### src/rtl/mdu_pkg.sv
package mdu_pkg;
  typedef enum logic [1:0] {
    ST_IDLE = 2'd0,
    ST_RUN  = 2'd1,
    ST_FIX  = 2'd2
  } mdu_state_e;
endpackage

### src/rtl/mdu_prep.sv
// Operand preparation: sign handling, magnitudes, loop seeds and step count.
module mdu_prep #(
  parameter int HALF_W = 8,
  localparam int WORD_W = 2 * HALF_W,
  localparam int DST_W  = 4 * HALF_W,
  localparam int CNT_W  = $clog2(2 * WORD_W + 1)
) (
  input  logic              op_div,
  input  logic              op_signed,
  input  logic              op_word,
  input  logic [DST_W-1:0]  dst_in,
  input  logic [WORD_W-1:0] src_in,
  output logic [DST_W-1:0]  seed_acc,
  output logic [WORD_W-1:0] seed_opnd,
  output logic              neg_main,
  output logic              neg_rem,
  output logic              divisor_zero,
  output logic [CNT_W-1:0]  steps
);

  function automatic logic [WORD_W-1:0] widen(input logic [HALF_W-1:0] v, input logic sgn);
    return {{HALF_W{sgn & v[HALF_W-1]}}, v};
  endfunction

  function automatic logic [WORD_W-1:0] mag_word(input logic [WORD_W-1:0] v, input logic neg);
    return neg ? (~v + WORD_W'(1)) : v;
  endfunction

  function automatic logic [DST_W-1:0] mag_dst(input logic [DST_W-1:0] v, input logic neg);
    return neg ? (~v + DST_W'(1)) : v;
  endfunction

  logic [WORD_W-1:0] d_half, s_half, a_mag, b_mag;
  logic [DST_W-1:0]  d_full, dvd_mag;
  logic              a_neg, b_neg;

  always_comb begin
    d_half  = op_word ? dst_in[WORD_W-1:0] : widen(dst_in[HALF_W-1:0], op_signed);
    s_half  = op_word ? src_in : widen(src_in[HALF_W-1:0], op_signed);
    d_full  = op_word ? dst_in
                      : {{WORD_W{op_signed & dst_in[WORD_W-1]}}, dst_in[WORD_W-1:0]};
    a_neg   = op_signed & (op_div ? d_full[DST_W-1] : d_half[WORD_W-1]);
    b_neg   = op_signed & s_half[WORD_W-1];
    a_mag   = mag_word(d_half, a_neg);
    b_mag   = mag_word(s_half, b_neg);
    dvd_mag = mag_dst(d_full, a_neg);
    neg_main     = a_neg ^ b_neg;
    neg_rem      = a_neg;
    divisor_zero = (s_half == '0);
    if (op_div) begin
      seed_acc  = op_word ? dvd_mag : (dvd_mag << WORD_W);
      seed_opnd = b_mag;
      steps     = op_word ? CNT_W'(2 * WORD_W) : CNT_W'(WORD_W);
    end else begin
      seed_acc  = {{WORD_W{1'b0}}, b_mag};
      seed_opnd = a_mag;
      steps     = op_word ? CNT_W'(WORD_W) : CNT_W'(HALF_W);
    end
  end

endmodule

### src/rtl/mdu_engine.sv
// Iterative datapath: one shift-add or one restoring-divide step per cycle.
module mdu_engine #(
  parameter int HALF_W = 8,
  localparam int WORD_W = 2 * HALF_W,
  localparam int DST_W  = 4 * HALF_W
) (
  input  logic              clk,
  input  logic              rst_n,
  input  logic              load,
  input  logic              step,
  input  logic              mode_div,
  input  logic [DST_W-1:0]  seed_acc,
  input  logic [WORD_W-1:0] seed_opnd,
  output logic [DST_W-1:0]  prod_word,
  output logic [WORD_W-1:0] prod_byte,
  output logic [WORD_W-1:0] quot_mag,
  output logic [WORD_W-1:0] rem_mag
);

  logic [WORD_W:0]   hi_q, hi_d;
  logic [DST_W-1:0]  lo_q, lo_d;
  logic [WORD_W-1:0] opnd_q;

  // multiply step
  logic [WORD_W:0]   sum;
  // divide step
  logic [WORD_W:0]   shifted;
  logic [WORD_W+1:0] diff;
  logic              fits;

  always_comb begin
    sum     = hi_q + (lo_q[0] ? {1'b0, opnd_q} : '0);
    shifted = {hi_q[WORD_W-1:0], lo_q[DST_W-1]};
    diff    = {1'b0, shifted} - {2'b00, opnd_q};
    fits    = ~diff[WORD_W+1];
    if (mode_div) begin
      hi_d = fits ? diff[WORD_W:0] : shifted;
      lo_d = {lo_q[DST_W-2:0], fits};
    end else begin
      hi_d = {1'b0, sum[WORD_W:1]};
      lo_d = {lo_q[DST_W-1:WORD_W], sum[0], lo_q[WORD_W-1:1]};
    end
  end

  always_ff @(posedge clk or negedge rst_n) begin
    if (!rst_n) begin
      hi_q   <= '0;
      lo_q   <= '0;
      opnd_q <= '0;
    end else if (load) begin
      hi_q   <= '0;
      lo_q   <= seed_acc;
      opnd_q <= seed_opnd;
    end else if (step) begin
      hi_q   <= hi_d;
      lo_q   <= lo_d;
    end
  end

  assign prod_word = {hi_q[WORD_W-1:0], lo_q[WORD_W-1:0]};
  assign prod_byte = {hi_q[HALF_W-1:0], lo_q[WORD_W-1:HALF_W]};
  assign quot_mag  = lo_q[WORD_W-1:0];
  assign rem_mag   = hi_q[WORD_W-1:0];

endmodule

### src/rtl/mdu_ctrl.sv
// Sequencer: idle / iterate / sign fix-up.
module mdu_ctrl
  import mdu_pkg::*;
#(
  parameter int CNT_W = 6
) (
  input  logic             clk,
  input  logic             rst_n,
  input  logic             start,
  input  logic             trap,
  input  logic [CNT_W-1:0] steps,
  output logic             busy,
  output logic             accept,
  output logic             stepping,
  output logic             finishing
);

  mdu_state_e       state_q;
  logic [CNT_W-1:0] cnt_q;

  assign accept    = start && (state_q == ST_IDLE);
  assign stepping  = (state_q == ST_RUN);
  assign finishing = (state_q == ST_FIX);
  assign busy      = (state_q != ST_IDLE);

  always_ff @(posedge clk or negedge rst_n) begin
    if (!rst_n) begin
      state_q <= ST_IDLE;
      cnt_q   <= '0;
    end else begin
      unique case (state_q)
        ST_IDLE: if (accept && !trap) begin
          state_q <= ST_RUN;
          cnt_q   <= steps;
        end
        ST_RUN: begin
          cnt_q <= cnt_q - CNT_W'(1);
          if (cnt_q == CNT_W'(1)) state_q <= ST_FIX;
        end
        ST_FIX:  state_q <= ST_IDLE;
        default: state_q <= ST_IDLE;
      endcase
    end
  end

endmodule

### src/rtl/mdu_unit.sv
module mdu_unit #(
  parameter int HALF_W = 8,
  localparam int WORD_W = 2 * HALF_W,
  localparam int DST_W  = 4 * HALF_W,
  localparam int CNT_W  = $clog2(2 * WORD_W + 1)
) (
  input  logic              clk,
  input  logic              rst_n,
  input  logic              start,
  input  logic              op_div,
  input  logic              op_signed,
  input  logic              op_word,
  input  logic [DST_W-1:0]  dst_in,
  input  logic [WORD_W-1:0] src_in,
  output logic              busy,
  output logic              done,
  output logic              div_zero,
  output logic [DST_W-1:0]  result,
  output logic              res_zero,
  output logic              res_neg
);

  logic [DST_W-1:0]  seed_acc;
  logic [WORD_W-1:0] seed_opnd;
  logic              neg_main, neg_rem, divisor_zero;
  logic [CNT_W-1:0]  steps;

  // named events
  logic accept, zero_trap, stepping, finishing;

  mdu_prep #(.HALF_W(HALF_W)) u_prep (
    .op_div       (op_div),
    .op_signed    (op_signed),
    .op_word      (op_word),
    .dst_in       (dst_in),
    .src_in       (src_in),
    .seed_acc     (seed_acc),
    .seed_opnd    (seed_opnd),
    .neg_main     (neg_main),
    .neg_rem      (neg_rem),
    .divisor_zero (divisor_zero),
    .steps        (steps)
  );

  assign zero_trap = accept && op_div && divisor_zero;

  mdu_ctrl #(.CNT_W(CNT_W)) u_ctrl (
    .clk       (clk),
    .rst_n     (rst_n),
    .start     (start),
    .trap      (op_div && divisor_zero),
    .steps     (steps),
    .busy      (busy),
    .accept    (accept),
    .stepping  (stepping),
    .finishing (finishing)
  );

  // operation context captured at acceptance
  logic              div_q, word_q, neg_main_q, neg_rem_q;
  logic [WORD_W-1:0] dst_hi_q;

  always_ff @(posedge clk or negedge rst_n) begin
    if (!rst_n) begin
      div_q      <= 1'b0;
      word_q     <= 1'b0;
      neg_main_q <= 1'b0;
      neg_rem_q  <= 1'b0;
      dst_hi_q   <= '0;
    end else if (accept) begin
      div_q      <= op_div;
      word_q     <= op_word;
      neg_main_q <= neg_main;
      neg_rem_q  <= neg_rem;
      dst_hi_q   <= dst_in[DST_W-1:WORD_W];
    end
  end

  logic [DST_W-1:0]  prod_word;
  logic [WORD_W-1:0] prod_byte, quot_mag, rem_mag;

  mdu_engine #(.HALF_W(HALF_W)) u_engine (
    .clk       (clk),
    .rst_n     (rst_n),
    .load      (accept && !zero_trap),
    .step      (stepping),
    .mode_div  (div_q),
    .seed_acc  (seed_acc),
    .seed_opnd (seed_opnd),
    .prod_word (prod_word),
    .prod_byte (prod_byte),
    .quot_mag  (quot_mag),
    .rem_mag   (rem_mag)
  );

  function automatic logic [DST_W-1:0] fix_dst(input logic [DST_W-1:0] v, input logic neg);
    return neg ? (~v + DST_W'(1)) : v;
  endfunction

  function automatic logic [WORD_W-1:0] fix_word(input logic [WORD_W-1:0] v, input logic neg);
    return neg ? (~v + WORD_W'(1)) : v;
  endfunction

  logic [DST_W-1:0]  prod_s, packed_res;
  logic [WORD_W-1:0] quot_s, rem_s;
  logic              pack_zero, pack_neg;

  always_comb begin
    prod_s = fix_dst(word_q ? prod_word : {{WORD_W{1'b0}}, prod_byte}, neg_main_q);
    quot_s = fix_word(quot_mag, neg_main_q);
    rem_s  = fix_word(rem_mag, neg_rem_q);
    if (div_q) begin
      packed_res = word_q ? {rem_s, quot_s}
                          : {dst_hi_q, rem_s[HALF_W-1:0], quot_s[HALF_W-1:0]};
      pack_zero  = word_q ? (quot_s == '0) : (quot_s[HALF_W-1:0] == '0);
      pack_neg   = word_q ? quot_s[WORD_W-1] : quot_s[HALF_W-1];
    end else begin
      packed_res = word_q ? prod_s : {dst_hi_q, prod_s[WORD_W-1:0]};
      pack_zero  = word_q ? (prod_s == '0) : (prod_s[WORD_W-1:0] == '0);
      pack_neg   = word_q ? prod_s[DST_W-1] : prod_s[WORD_W-1];
    end
  end

  always_ff @(posedge clk or negedge rst_n) begin
    if (!rst_n) begin
      result   <= '0;
      done     <= 1'b0;
      div_zero <= 1'b0;
      res_zero <= 1'b0;
      res_neg  <= 1'b0;
    end else begin
      done     <= zero_trap || finishing;
      div_zero <= zero_trap;
      if (zero_trap) begin
        result <= dst_in;
      end else if (finishing) begin
        result   <= packed_res;
        res_zero <= pack_zero;
        res_neg  <= pack_neg;
      end
    end
  end

endmodule

### config.mk
export PLATFORM = sky130hd
export DESIGN_NAME = mdu_unit
export DESIGN_NICKNAME = d
export VERILOG_FILES = /design/src/rtl/mdu_pkg.sv /design/src/rtl/mdu_prep.sv /design/src/rtl/mdu_engine.sv /design/src/rtl/mdu_ctrl.sv /design/src/rtl/mdu_unit.sv
export SDC_FILE = /design/constraint.sdc
export NUM_CORES = 1
export LEC_CHECK = 0
export ABC_AREA = 1
export BUFFER_PORTS_ARGS = -buffer_cell sky130_fd_sc_hd__buf_2
export CAP_MARGIN = 10
export CORE_MARGIN = 2
export CORE_UTILIZATION = 25
export CTS_CLUSTER_DIAMETER = 100
export DETAILED_ROUTE_END_ITERATION = 7
export SYNTH_ARGS = -nofsm -noshare
export SYNTH_HDL_FRONTEND = slang
export SYNTH_SLANG_ARGS = --single-unit
### constraint.sdc
create_clock -name clk -period 3.2 [get_ports clk]
set_clock_uncertainty 0.05 [all_clocks]
set_input_delay 0.48 -clock clk [delete_from_list [all_inputs] [get_ports clk]]
set_output_delay 0.48 -clock clk [all_outputs]
set_load 0.02 [all_outputs]
==> flow_summary.json <==
{
  "p_int_mw": 7.10,
  "crit_type": "register to register",
  "holdBufCountCts": 0,
  "crit_fanout": 7,
  "synth_top_area_frac": 0.268,
  "via_count": 13654,
  "reg2reg_from": "u_engine.hi_q[1]",
  "final_area_sq_um": 14000,
  "critPathRequiredTime_ps": 3470,
  "cts_tree": "yes",
  "synth_async_sr_flop_share": 1.00,
  "synth_cell_types": 50,
  "synth_edf_count": 0,
  "via_per_inst": 5.22,
  "numCtsBuffers": 17,
  "clockRootBuffer": "clkbuf_16",
  "grt-ovfl-total": 0,
  "routedWlPerCell_um": 18.8,
  "synthTopCellsByArea": "dfrtp_1 27%, nand2_1 18%, inv_1 6.0%, o21ai_0 5.7%, a21oi_1 5.4%",
  "tns_ps": 0,
  "syn_avg_cell_area_sq_um": 6.36,
  "start_util": 0.253,
  "arrival_ps": 3200,
  "finalCritPeriodShare": 0.915,
  "utilization": 0.293,
  "power_mw": 15.7,
  "place_hpwl_mm": 38.8,
  "synth_warnings": 0,
  "cts_setup_buffers": 0,
  "worst_setup_path_start_kind": "register",
  "first_iter_violations": 1470,
  "synthToLayoutAreaGrowth_pct": 15.9,
  "core_sq_um": 47600,
  "wl_mm": 49.1,
  "dp_slack_ps": -70.2,
  "synth_area_leader_cell": "dfrtp_1",
  "fp.dieArea_sq_um": 50000,
  "cap_violations": 0,
  "antenna_found_initial": 0,
  "final_cells": 2616,
  "numPortBuffers": 90,
  "p_leak_nw": 6.88,
  "syn_nets": 1994,
  "tightest_slew_ps": 765,
  "hold_viol_final": 8,
  "status": "finished with violations",
  "layout-drive-gt1-share": 0.116,
  "yosysMostFrequentCell": "nand2_1",
  "routabilityCongestion": 0.958,
  "ys_seq_area_frac": 0.268,
  "clock_latency_ps": 440,
  "track_usage": 0.194,
  "die_w_um": 224,
  "end_kind": "register",
  "p_switching_mw": 8.55,
  "fp.dieH_um": 224,
  "yosys-top-cells-count": "571 x nand2_1, 192 x inv_1, 165 x nor2_1",
  "clkSinkCount": 129,
  "nNetsFinal": 2085,
  "drtPass1Iterations": 6,
  "whs_ps": -13.5,
  "hp-class": "input port to async pin",
  "ys_ff_latch": 129,
  "drc_errors": 0,
  "core.rowCount": 80,
  "rr_worst_depth": 15,
  "dp_cells": 2583,
  "grt_setup_unrepaired": "no",
  "finalCriticalPeriod_ps": 2930,
  "slew_headroom": 0.488,
  "h-tree-depth": 4,
  "rrSetupSlack_ps": 270,
  "cts_buffer_depth": 2,
  "setup_ws_ps": 272,
  "syn-cell-area_sq_um": 12100,
  "pwr-share-comb": 0.658,
  "slew_viol_final": 0,
  "swShare": 0.546,
  "grt_pass1_wl_mm": 75.6,
  "setup_viol": 0,
  "ant_nets": 0,
  "ios": 91,
  "synth-main-ff-cell": "dfrtp_1",
  "clockPowerShare": 0.126,
  "place_area_sq_um": 13400,
  "p_seq_frac": 0.216,
  "fmax_mhz": 341,
  "ir_drop_mv": 0.429,
  "power_per_cell_area_nw_per_um2": 1120,
  "grt_max_degree": 63,
  "clk_pin_slew_ps": 70,
  "grt_pass1_vias": 13167,
  "violations": "hold timing",
  "fillCellCount": 5344,
  "synthCells": 1896,
  "reg2reg_to": "u_engine.hi_q[13]"
}
[worst max-delay path, stage by stage, from the launching register on]
cell	delay, ps
dfrtp_1	570
inv_1	220
fa_1	500
inv_1	120
nand3_1	100
nand2_1	110
a31oi_1	120
o21ai_0	160
buf_4	150
nand3_1	60
nand2_1	150
nand3_1	130
nand3_1	110
nand3_1	90
o211ai_1	100
nand2_1	80
[registers in the layout, indices dropped and copies added (netlist names)]
signal,count
done,1
res_zero,1
u_engine.opnd_q,16
res_neg,1
u_engine.hi_q,17
div_q,1
u_ctrl.cnt_q,6
dst_hi_q,16
neg_rem_q,1
result,32
neg_main_q,1
word_q,1
u_ctrl.state_q,2
div_zero,1
u_engine.lo_q,32
[worst max-delay path by stage]
stage / start / endpoint / slack [ps] / cells after the start
6_report: u_engine.hi_q[1] / u_engine.hi_q[13] / 270 / 15
5_1_grt: u_engine.hi_q[1] / u_engine.hi_q[4] / 20 / 14
4_1_cts: u_ctrl.state_q[0] / u_ctrl.cnt_q[3] / 220 / 7
3_5_place_dp: src_in[0] / u_ctrl.cnt_q[3] / -70 / 13
3_3_place_gp: dst_in[0] / u_engine.lo_q[26] / 5 / 16
2_1_floorplan: u_engine.lo_q[0] / u_engine.hi_q[9] / 400 / 17
[repair_timing]
| action | 4_1_cts | 5_1_grt |
|---|---|---|
| hold endpoints to repair | 0 | 0 |
| setup endpoints to repair | 0 | 5 |
| gates resized for setup | 0 | 4 |
[routing by layer]
metal / GRT usage / routed length (um) / share of wire
met3: 0.0261 / 3210 / 0.065
met5: 0 / 0 / 0
met1: 0.259 / 21600 / 0.44
met2: 0.313 / 22300 / 0.45
met4: 0.0873 / 2070 / 0.042
[cells by family (layout without fill, tap and decap cells)]
logic type / Yosys count / count (layout) / share of synthesized area
and+or+nand+nor: 943 / 943 / 0.327
AOI/OAI and AO/OA: 407 / 407 / 0.198
adders and majority gates: 44 / 44 / 0.0469
DFF: 129 / 129 / 0.268
buffers and inverters: 287 / 391 / 0.0981
other: 0 / 1 / 0
xor gates and xnor gates: 86 / 86 / 0.0625
[power by group through the flow]
stage          clock (mW)  combinational (mW)  sequential, mW
5_1_grt              2.04                11.5            3.45
3_3_place_gp            0                9.98            3.35
3_5_place_dp            0                10.1            3.36
4_1_cts              1.98                10.1            3.34
6_report             1.97                10.3            3.38
2_1_floorplan           0                7.18            3.12
[cell usage in the layout, fill, tap and decap left out, types with 10 or more instances in the layout]
cell type and instances:
a21oi_1 130, a31oi_1 23, buf_2 89, buf_4 62
clkbuf_16 17, dfrtp_1 127, ha_1 42, inv_1 192
inv_2 11, nand2_1 571, nand3_1 114, nand3b_1 14
nand4_1 23, nor2_1 163, nor2_2 10, nor3_1 23
o211ai_1 31, o21ai_0 137, o21ai_1 15, o221ai_1 23
o22ai_1 15, xnor2_1 15, xor2_1 71
[area by class of cell]
| type | count | area (sq um) | area share |
|---|---|---|---|
| antenna | 1 | 2.50 | 0.000179 |
| tap | 615 | 769 | 0.0551 |
| inverter | 206 | 783 | 0.0561 |
| clock buffer | 20 | 447 | 0.0320 |
| multi-input combinational | 1480 | 7660 | 0.548 |
| clock inverter | 12 | 134 | 0.00959 |
| timing repair buffer | 153 | 942 | 0.0675 |
| sequential | 129 | 3230 | 0.231 |
Power figures use the tool's default switching activity.
